$ cat config.mk
export PLATFORM = sky130hd
export DESIGN_NAME = host_bus_if
export DESIGN_NICKNAME = d
export VERILOG_FILES = /design/src/rtl/host_bus_if.sv
export SDC_FILE = /design/constraint.sdc
export NUM_CORES = 1
export LEC_CHECK = 0
export BUFFER_PORTS_ARGS = -buffer_cell sky130_fd_sc_hd__buf_2
export CORE_MARGIN = 5
export CORE_UTILIZATION = 48
export DETAILED_ROUTE_END_ITERATION = 10
export PLACE_DENSITY_LB_ADDON = 0.15
export SLEW_MARGIN = 5
export SYNTH_ARGS = -nofsm -noshare
export SYNTH_HDL_FRONTEND = slang
export SYNTH_SLANG_ARGS = --single-unit
$ cat constraint.sdc
create_clock -name clk -period 4.4 [get_ports clk]
set_input_delay 0.88 -clock clk [delete_from_list [all_inputs] [get_ports clk]]
set_output_delay 0.88 -clock clk [all_outputs]
set_load 0.01 [all_outputs]
$ cat src/rtl/host_bus_if.sv
module host_bus_if #(
  parameter logic [2:0] DATA_SEL = 3'd4,
  parameter logic [2:0] CFG_SEL  = 3'd7
) (
  input  logic        clk,
  input  logic        rst_n,
  input  logic        cs_n,
  input  logic        ds_style,
  input  logic        timing_sel,
  input  logic [2:0]  addr_pin,
  input  logic        wr_dir,
  input  logic        rd_ds,
  input  logic [15:0] d_in,
  output logic [15:0] d_out,
  output logic        lo_oe,
  output logic        hi_oe,
  output logic        io16_n,
  output logic [2:0]  rd_sel,
  input  logic [7:0]  reg_rdata,
  output logic [2:0]  wr_sel,
  output logic        reg_wr,
  output logic [7:0]  reg_wdata,
  input  logic [15:0] ram_rdata,
  output logic        ram_wr,
  output logic [15:0] ram_wdata,
  output logic        ram_wide,
  input  logic        dma_req,
  output logic        dreq,
  input  logic        tc,
  output logic        tc_hit,
  input  logic        dack_n,
  output logic        dma_ack,
  input  logic        refex_n,
  output logic        ref_pulse
);

  logic        mux_mode, wide_en, swap_en, dreq_lo, tc_lo;
  logic [2:0]  ale_addr, hold_addr;
  logic [15:0] hold_d;
  logic [3:0]  wsync;
  logic [2:0]  rsync;

  wire sel     = ~cs_n;
  wire ale     = addr_pin[2];
  wire wr_act  = sel & ~wr_dir & (ds_style ? ~rd_ds : 1'b1);
  wire rd_act  = sel & ~rd_ds & (ds_style ? wr_dir : 1'b1);
  wire fast    = ~timing_sel & ~mux_mode;
  wire wpulse  = fast ? (wsync[2] & ~wsync[1]) : (wsync[3] & ~wsync[2]);

  assign rd_sel  = mux_mode ? ale_addr : addr_pin;
  wire   at_data = (rd_sel == DATA_SEL);
  wire   at_cfg  = (rd_sel == CFG_SEL);

  assign lo_oe    = rd_act;
  assign hi_oe    = rd_act & at_data & wide_en;
  assign io16_n   = ~(sel & at_data & wide_en);
  assign ram_wide = wide_en;

  always_comb begin
    if (at_cfg)
      d_out = {12'h000, tc_lo, dreq_lo, swap_en, wide_en};
    else if (at_data)
      d_out = !wide_en ? {8'h00, ram_rdata[7:0]} :
              swap_en  ? {ram_rdata[7:0], ram_rdata[15:8]} : ram_rdata;
    else
      d_out = {8'h00, reg_rdata};
  end

  assign wr_sel    = hold_addr;
  assign reg_wdata = hold_d[7:0];
  assign reg_wr    = wpulse & (hold_addr != DATA_SEL) & (hold_addr != CFG_SEL);
  assign ram_wr    = wpulse & (hold_addr == DATA_SEL);
  assign ram_wdata = !wide_en ? {8'h00, hold_d[7:0]} :
                     swap_en  ? {hold_d[7:0], hold_d[15:8]} : hold_d;

  assign dreq      = dma_req ^ dreq_lo;
  assign tc_hit    = tc ^ tc_lo;
  assign dma_ack   = ~dack_n;
  assign ref_pulse = rsync[2] & ~rsync[1];

  always_ff @(posedge clk) begin
    if (!rst_n) begin
      mux_mode  <= ~addr_pin[0];
      ale_addr  <= '0;
      hold_addr <= '0;
      hold_d    <= '0;
      wsync     <= '0;
      rsync     <= '1;
      wide_en   <= 1'b0;
      swap_en   <= 1'b0;
      dreq_lo   <= 1'b0;
      tc_lo     <= 1'b0;
    end else begin
      wsync <= {wsync[2:0], wr_act};
      rsync <= {rsync[1:0], refex_n};
      if (mux_mode && ale) ale_addr <= d_in[2:0];
      if (wr_act) begin
        hold_addr <= rd_sel;
        hold_d    <= d_in;
      end
      if (wpulse && hold_addr == CFG_SEL)
        {tc_lo, dreq_lo, swap_en, wide_en} <= hold_d[3:0];
    end
  end

endmodule


==> results of run 1 <==
## cells by family after synthesis
| family | after synthesis |
|---|---|
| AO/OA/AOI/OAI | 40 |
| AND/OR/NAND/NOR | 96 |
| XOR/XNOR | 3 |
| multiplexers | 37 |
| flip-flops | 34 |
| buffers and inverters | 28 |
## power breakdown
group | switching, mW | internal [mW]
Sequential | 0.0122 | 0.321
Clock | 0.106 | 0.112
Combinational | 0.0685 | 0.0584
Total | 0.187 | 0.492
## worst max-delay path: cells and delay by family
| family | cells | cell delay (ps) |
|---|---|---|
| buffers and inverters | 2 | 250 |
| AND/OR/NAND/NOR | 4 | 930 |
## registers in the layout, summed over array words and instances, names as in the netlist
| name | cells |
|---|---|
| ale_addr | 3 |
| dreq_lo | 1 |
| hold_d | 16 |
| mux_mode | 1 |
| ram_wide | 1 |
| rsync | 3 |
| swap_en | 1 |
| tc_lo | 1 |
| wr_sel | 3 |
| wsync | 4 |
## cell type report
cell class	instances	area share
clock buffers	8	0.0308
repair buffers	110	0.213
inverters	7	0.0101
well taps	50	0.0241
flip-flops and latches	34	0.266
multi-input cells	176	0.457
## per-layer routing
layer / vias to the layer above / part of all wire / global-route usage
li1: 996 / - / -
met5: - / 0 / 0
met4: 0 / 0.012 / 0.0602
met3: 9 / 0.11 / 0.0561
met1: 896 / 0.40 / 0.226
met2: 89 / 0.49 / 0.364
## stage by stage
stage               instances  setup slack (ps)  cell area (um^2)
floorplan                 238              1780              2040
global placement          377              1460              2520
detailed placement        377              1430              2520
CTS                       385              1430              2600
global route              385              1290              2600
finish                    385              1460              2600
## cell usage in the layout, fill, tap and decap left out, types with 5 or more instances in the layout
master,count
o2bb2ai_1,7
nor2_1,15
buf_2,109
mux2i_1,27
nand3_1,5
nor2b_1,10
clkbuf_8,5
dfxtp_1,33
nand2_1,48
mux2_2,9
inv_1,6
a21oi_1,21
## worst paths after layout
kind,start,to,slack [ps]
setup / recovery,addr_pin[0],io16_n,1460
setup reg to reg,mux_mode,wr_sel[2],2850
hold / removal,rsync[0],rsync[1],410
hold reg to reg,rsync[0],rsync[1],410
==> results.py, run 1 <==
metrics = {
    "logic_synthesis": {
        "synth_commonest_cells": "48 x nand2_1, 33 x dfxtp_1, 27 x mux2i_1, 21 x a21oi_1, 15 x nor2_1",
        "synth-compound-area-share": 0.148,
        "synth-edff-count": 1,
        "synth_nets": 292,
        "synth_xor_area_frac": 0.0129,
        "synth_cells": 238,
        "synth_top_area_share": 0.323,
        "synth_area_leaders": "dfxtp_1 32%, mux2i_1 13%, nand2_1 8.8%",
        "seq_area_frac_synth": 0.338,
        "synth_top_family_by_area": "simple AND/OR/NAND/NOR gates",
        "synth_async_sr_flop_share": 0,
        "yosysWarnings": 0,
        "synth.distinct_cells": 39,
        "syn_area_per_cell_um2": 8.58,
        "yosysMostFrequentCell": "nand2_1",
        "synthAdderAreaFrac": 0,
        "synthesis.area_um2": 2040,
        "ys.flop_type": "dfxtp_1",
        "muxShareOfSynthArea": 0.187,
        "synth_seq_cells": 34,
        "yosys.area.top_type": "dfxtp_1",
        "synthSimpleGateAreaFrac": 0.233,
    },
    "layout": {
        "layout.nets": 388,
        "fin_util": 0.641,
        "multi_input_area_um2": 1190,
        "synthToLayoutAreaGrowth_pct": 27.3,
        "diodes": 0,
        "nFillCells": 378,
        "drive_gt1_frac": 0.394,
        "regArea_um2": 691,
    },
    "sta": {
        "finalHoldViolCount": 0,
        "maxSlewHeadroom": 0.468,
        "finalSetupTns_ps": 0,
        "rsz0062_at_grt": "false",
        "fmax_ghz": 0.340,
        "fin_hold_ws_ps": 412,
        "fin_crit_ps": 2940,
        "setup_violations": 0,
        "slew_viol_final": 0,
        "timing.final.crit_share": 0.668,
        "tightest_slew_ps": 795,
        "fin_worst_skew_ps": 8.29,
    },
    "die": {
        "core_um2": 4060,
        "die_y_um": 75.2,
        "rows": 23,
        "die_x_um": 75.2,
        "initial_core_util": 0.504,
        "ios": 110,
        "fp.dieArea_um2": 5660,
    },
    "setup_path": {
        "cp-start-kind": "input pin",
        "crit_chain": "buf_2 > nor3_1 > or2_1 > nand3_4 > or2_1 > buf_2",
        "crit_fanout": 10,
        "worstPathArrival_ps": 2060,
        "crit_required_ps": 3520,
        "criticalPathCategory": "in -> out",
        "slowest_delay_ps": 290,
        "endpoint_kind": "output port",
        "crit_slowest_cell": "or2_1",
        "reg2reg_depth": 3,
    },
    "placed_design": {
        "dp_hpwl_mm": 4.24,
        "portBuffers": 109,
        "gp_congestion": 0.761,
    },
    "clock_network": {
        "numCtsBuffers": 5,
        "clk_pin_slew_ps": 70,
        "cts_root_buf": "clkbuf_8",
        "cts_tree": "yes",
        "numClockSinks": 34,
        "postCtsSetupRepairBufs": 0,
        "cts_buffer_depth": 2,
        "holdBufCountCts": 0,
        "htreeDepth": 2,
        "cts_resized": 0,
        "clock_latency_ps": 290,
    },
    "global_routing": {
        "grt_pass1_wl_mm": 8.80,
        "grt_pass1_vias": 1965,
        "grt.overflow.total": 0,
        "antenna_found_initial": 0,
        "grt_use_total": 0.200,
        "grt_max_degree": 26,
    },
    "pwr": {
        "total_power_mw": 0.679,
        "powerDensity_nw_per_um2": 261,
        "leakage_nw": 1.20,
        "ir_worst_vdd_uv": 215,
    },
    "drt": {
        "dr.pass1.iters": 4,
        "drt-total-wl_mm": 5.62,
        "ant_nets": 0,
        "drt_iter0_markers": 78,
        "via_per_inst": 5.17,
        "drc": 0,
        "routedWlPerCell_um": 14.6,
        "vias": 1990,
    },
    "min_path": {
        "hold_class": "reg -> reg",
        "hold_depth": 1,
    },
    "run": {
        "cap_violations": 0,
    },
    "status": {
        "status": "finished clean",
    },
}
No activity file was read; power rests on OpenSTA's default activity.
==> run 2: changes to the inputs <==
--- a/config.mk
+++ b/config.mk
@@ -5,9 +5,10 @@
 export SDC_FILE = /design/constraint.sdc
 export NUM_CORES = 1
 export LEC_CHECK = 0
+export ABC_AREA = 1
 export BUFFER_PORTS_ARGS = -buffer_cell sky130_fd_sc_hd__buf_2
 export CORE_MARGIN = 5
-export CORE_UTILIZATION = 48
+export CORE_UTILIZATION = 45
 export DETAILED_ROUTE_END_ITERATION = 10
 export PLACE_DENSITY_LB_ADDON = 0.15
 export SLEW_MARGIN = 5
==> constraint.sdc (replaced) <==
create_clock -name clk -period 3 [get_ports clk]
set_input_delay 0.6 -clock clk [delete_from_list [all_inputs] [get_ports clk]]
set_output_delay 0.6 -clock clk [all_outputs]
set_load 0.01 [all_outputs]
==> run 2 against run 1 <==
Compared with the run above:
- die area rose by 5.2%
- cell count rose by 23%
- non-clock buffer count rose by 3
- flip-flop and latch count did not move
- via count rose by 17%
- critical endpoint is now d_out[3]
- clock skew barely moved
==> results.py, run 2 <==
metrics = {
    "status": {
        "status": "finished clean",
    },
    "logic_synthesis": {
        "synth_top_family_by_area": "simple AND/OR/NAND/NOR gates",
        "synth_cells": 322,
        "syn_area_per_cell_um2": 6.31,
        "yosys.area.top_type": "dfxtp_1",
        "seq_area_frac_synth": 0.340,
        "synthAdderAreaFrac": 0,
        "yosysWarnings": 0,
        "ys.flop_type": "dfxtp_1",
        "synth_seq_cells": 34,
        "yosysMostFrequentCell": "nand2_1",
        "synth-compound-area-share": 0.187,
        "synthesis.area_um2": 2030,
        "synth_nets": 376,
        "synth_async_sr_flop_share": 0,
        "synth_area_leaders": "dfxtp_1 33%, nand2_1 13%, o21ai_0 12%",
        "synth-edff-count": 1,
        "synth_xor_area_frac": 0.00863,
        "synth.distinct_cells": 25,
        "synth_top_area_share": 0.325,
        "synthSimpleGateAreaFrac": 0.319,
        "muxShareOfSynthArea": 0.00555,
        "synth_commonest_cells": "68 x nand2_1, 47 x nor2_1, 47 x o21ai_0, 38 x inv_1, 33 x dfxtp_1",
    },
    "layout": {
        "fin_cells": 472,
        "drive_gt1_frac": 0.317,
        "layout_commonest_cell": "buf_2",
        "synthToLayoutAreaGrowth_pct": 30.9,
        "layout_common_cells": "109 x buf_2, 68 x nand2_1, 47 x o21ai_0, 47 x nor2_1, 38 x inv_1",
        "largest_register_ffs": 16,
        "largest_register": "hold_d",
        "top_regs": "hold_d: 16 flops, wsync: 4 flops",
        "diodes": 0,
        "nFillCells": 446,
        "layout.nets": 473,
    },
    "global_routing": {
        "grt_max_degree": 29,
        "grt_pass1_wl_mm": 9.75,
        "use_met1": 0.224,
        "grt.overflow.total": 0,
        "use_met3": 0.0597,
        "grt_use_total": 0.197,
        "grt_use_met2": 0.341,
        "antenna_found_initial": 0,
        "grt_pass1_vias": 2188,
        "top_usage_layer": "met2",
    },
    "setup_path": {
        "cpMostUsedCell": "nand2_1",
        "crit_family": "simple AND/OR/NAND/NOR gates",
        "cp-start-kind": "flop",
        "r2r-end": "swap_en",
        "cp-endpoint": "d_out[3]",
        "worstPathArrival_ps": 1990,
        "cp.depth": 8,
        "crit_slowest_cell": "edfxtp_1",
        "critical_path_buf_inv_count": 2,
        "rr_startpoint": "mux_mode",
        "crit_fanout": 13,
        "r2r_slack_ps": 1530,
        "reg2reg_depth": 5,
        "crit_chain": "inv_4 > nand2_1 > nand2_2 > nand3_1 > nand2_1 > nand3_1 > nand2_1 > buf_2",
        "crit_required_ps": 2400,
        "slowest_delay_ps": 550,
        "endpoint_kind": "output port",
        "criticalPathCategory": "reg -> out",
        "startpoint": "mux_mode",
    },
    "sta": {
        "timing.final.crit_share": 0.863,
        "fmax_ghz": 0.386,
        "finalHoldViolCount": 0,
        "fin_crit_ps": 2590,
        "fin_worst_skew_ps": 7.98,
        "maxSlewHeadroom": 0.691,
        "setup_violations": 0,
        "tightest_slew_ps": 463,
        "rsz0062_at_grt": "false",
        "finalSetupTns_ps": 0,
        "fin_hold_ws_ps": 414,
        "slew_viol_final": 0,
    },
    "clock_network": {
        "clk_pin_slew_ps": 70,
        "postCtsSetupRepairBufs": 0,
        "cts_buffer_depth": 2,
        "numClockSinks": 34,
        "cts_tree": "yes",
        "cts_root_buf": "clkbuf_8",
        "numCtsBuffers": 5,
        "holdBufCountCts": 0,
        "htreeDepth": 2,
        "cts_resized": 0,
        "clock_latency_ps": 290,
    },
    "pwr": {
        "total_power_mw": 1.14,
        "leakage_nw": 1.48,
        "ir_worst_vdd_uv": 352,
        "powerDensity_nw_per_um2": 430,
    },
    "drt": {
        "drt-total-wl_mm": 5.98,
        "drc": 0,
        "routedWlPerCell_um": 12.7,
        "ant_nets": 0,
        "drt_iter0_markers": 69,
        "vias": 2338,
        "via_per_inst": 4.95,
        "dr.pass1.iters": 6,
    },
    "placed_design": {
        "gp_congestion": 0.785,
        "dp_hpwl_mm": 4.53,
        "dp.cells": 464,
        "portBuffers": 109,
    },
    "die": {
        "initial_core_util": 0.466,
        "die_y_um": 77.2,
        "die_x_um": 77.2,
        "ios": 110,
        "rows": 24,
        "fp.dieArea_um2": 5960,
        "core_um2": 4350,
    },
    "run": {
        "cap_violations": 0,
    },
    "min_path": {
        "hold_class": "reg -> reg",
    },
}
-- run 2: cell types whose count changed in the layout (fill, tap and decap cells not counted), sizes merged, moves of 3 or more --
cell	before	now
nor2	16	48
o2bb2ai	7	0
inv	6	39
buf	110	113
nand2	49	73
mux2	10	1
nand2b	3	0
nand3	6	19
nor2b	10	0
o21ai	1	47
a22o	3	0
a21oi	21	29
mux2i	27	0
-- run 2: area by class of cell --
class	count	area (um^2)	share of cell area
clock buffer	7	86.3	0.0325
clock inverter	1	30.0	0.0113
inverter	40	153	0.0574
multi-input combinational	225	1060	0.398
sequential	34	691	0.260
tap	52	65.1	0.0245
timing repair buffer	113	576	0.217
-- run 2: how the worst min path moves through the flow --
| stage | to | slack (ps) | cells after the start | startpoint |
|---|---|---|---|---|
| after floorplan | wsync[1] | 390 | 2 | wsync[0] |
| after global placement | rsync[1] | 400 | 1 | rsync[0] |
| after detailed placement | rsync[1] | 400 | 1 | rsync[0] |
| after CTS | rsync[1] | 420 | 1 | rsync[0] |
| after global routing | rsync[1] | 450 | 1 | rsync[0] |
| final | rsync[1] | 410 | 1 | rsync[0] |
-- run 2: where the power goes --
group	switching (mW)	internal, mW	total, mW
clock	0.162	0.271	0.432
sequential	0.0156	0.477	0.492
combinational	0.127	0.0901	0.218
total	0.305	0.837	1.14
-- run 2: cells by family after synthesis --
group,Yosys count
compound gates,76
xor+xnor,2
buf+inv,63
flops,34
mux,1
simple gates,146
-- run 2: stage by stage --
stage,util,area [um^2],setup WS [ps]
2_1_floorplan,-,2030,1120
3_3_place_gp,0.584,2540,800
3_5_place_dp,0.584,2540,707
4_1_cts,0.610,2660,408
5_1_grt,0.610,2660,231
6_report,0.610,2660,412
-- run 2: routing by layer --
metal | up-vias | wire length, um
met1 | 1018 | 2390
met3 | 9 | 646
met4 | 0 | 94
met5 | - | 0
li1 | 1199 | -
met2 | 112 | 2850
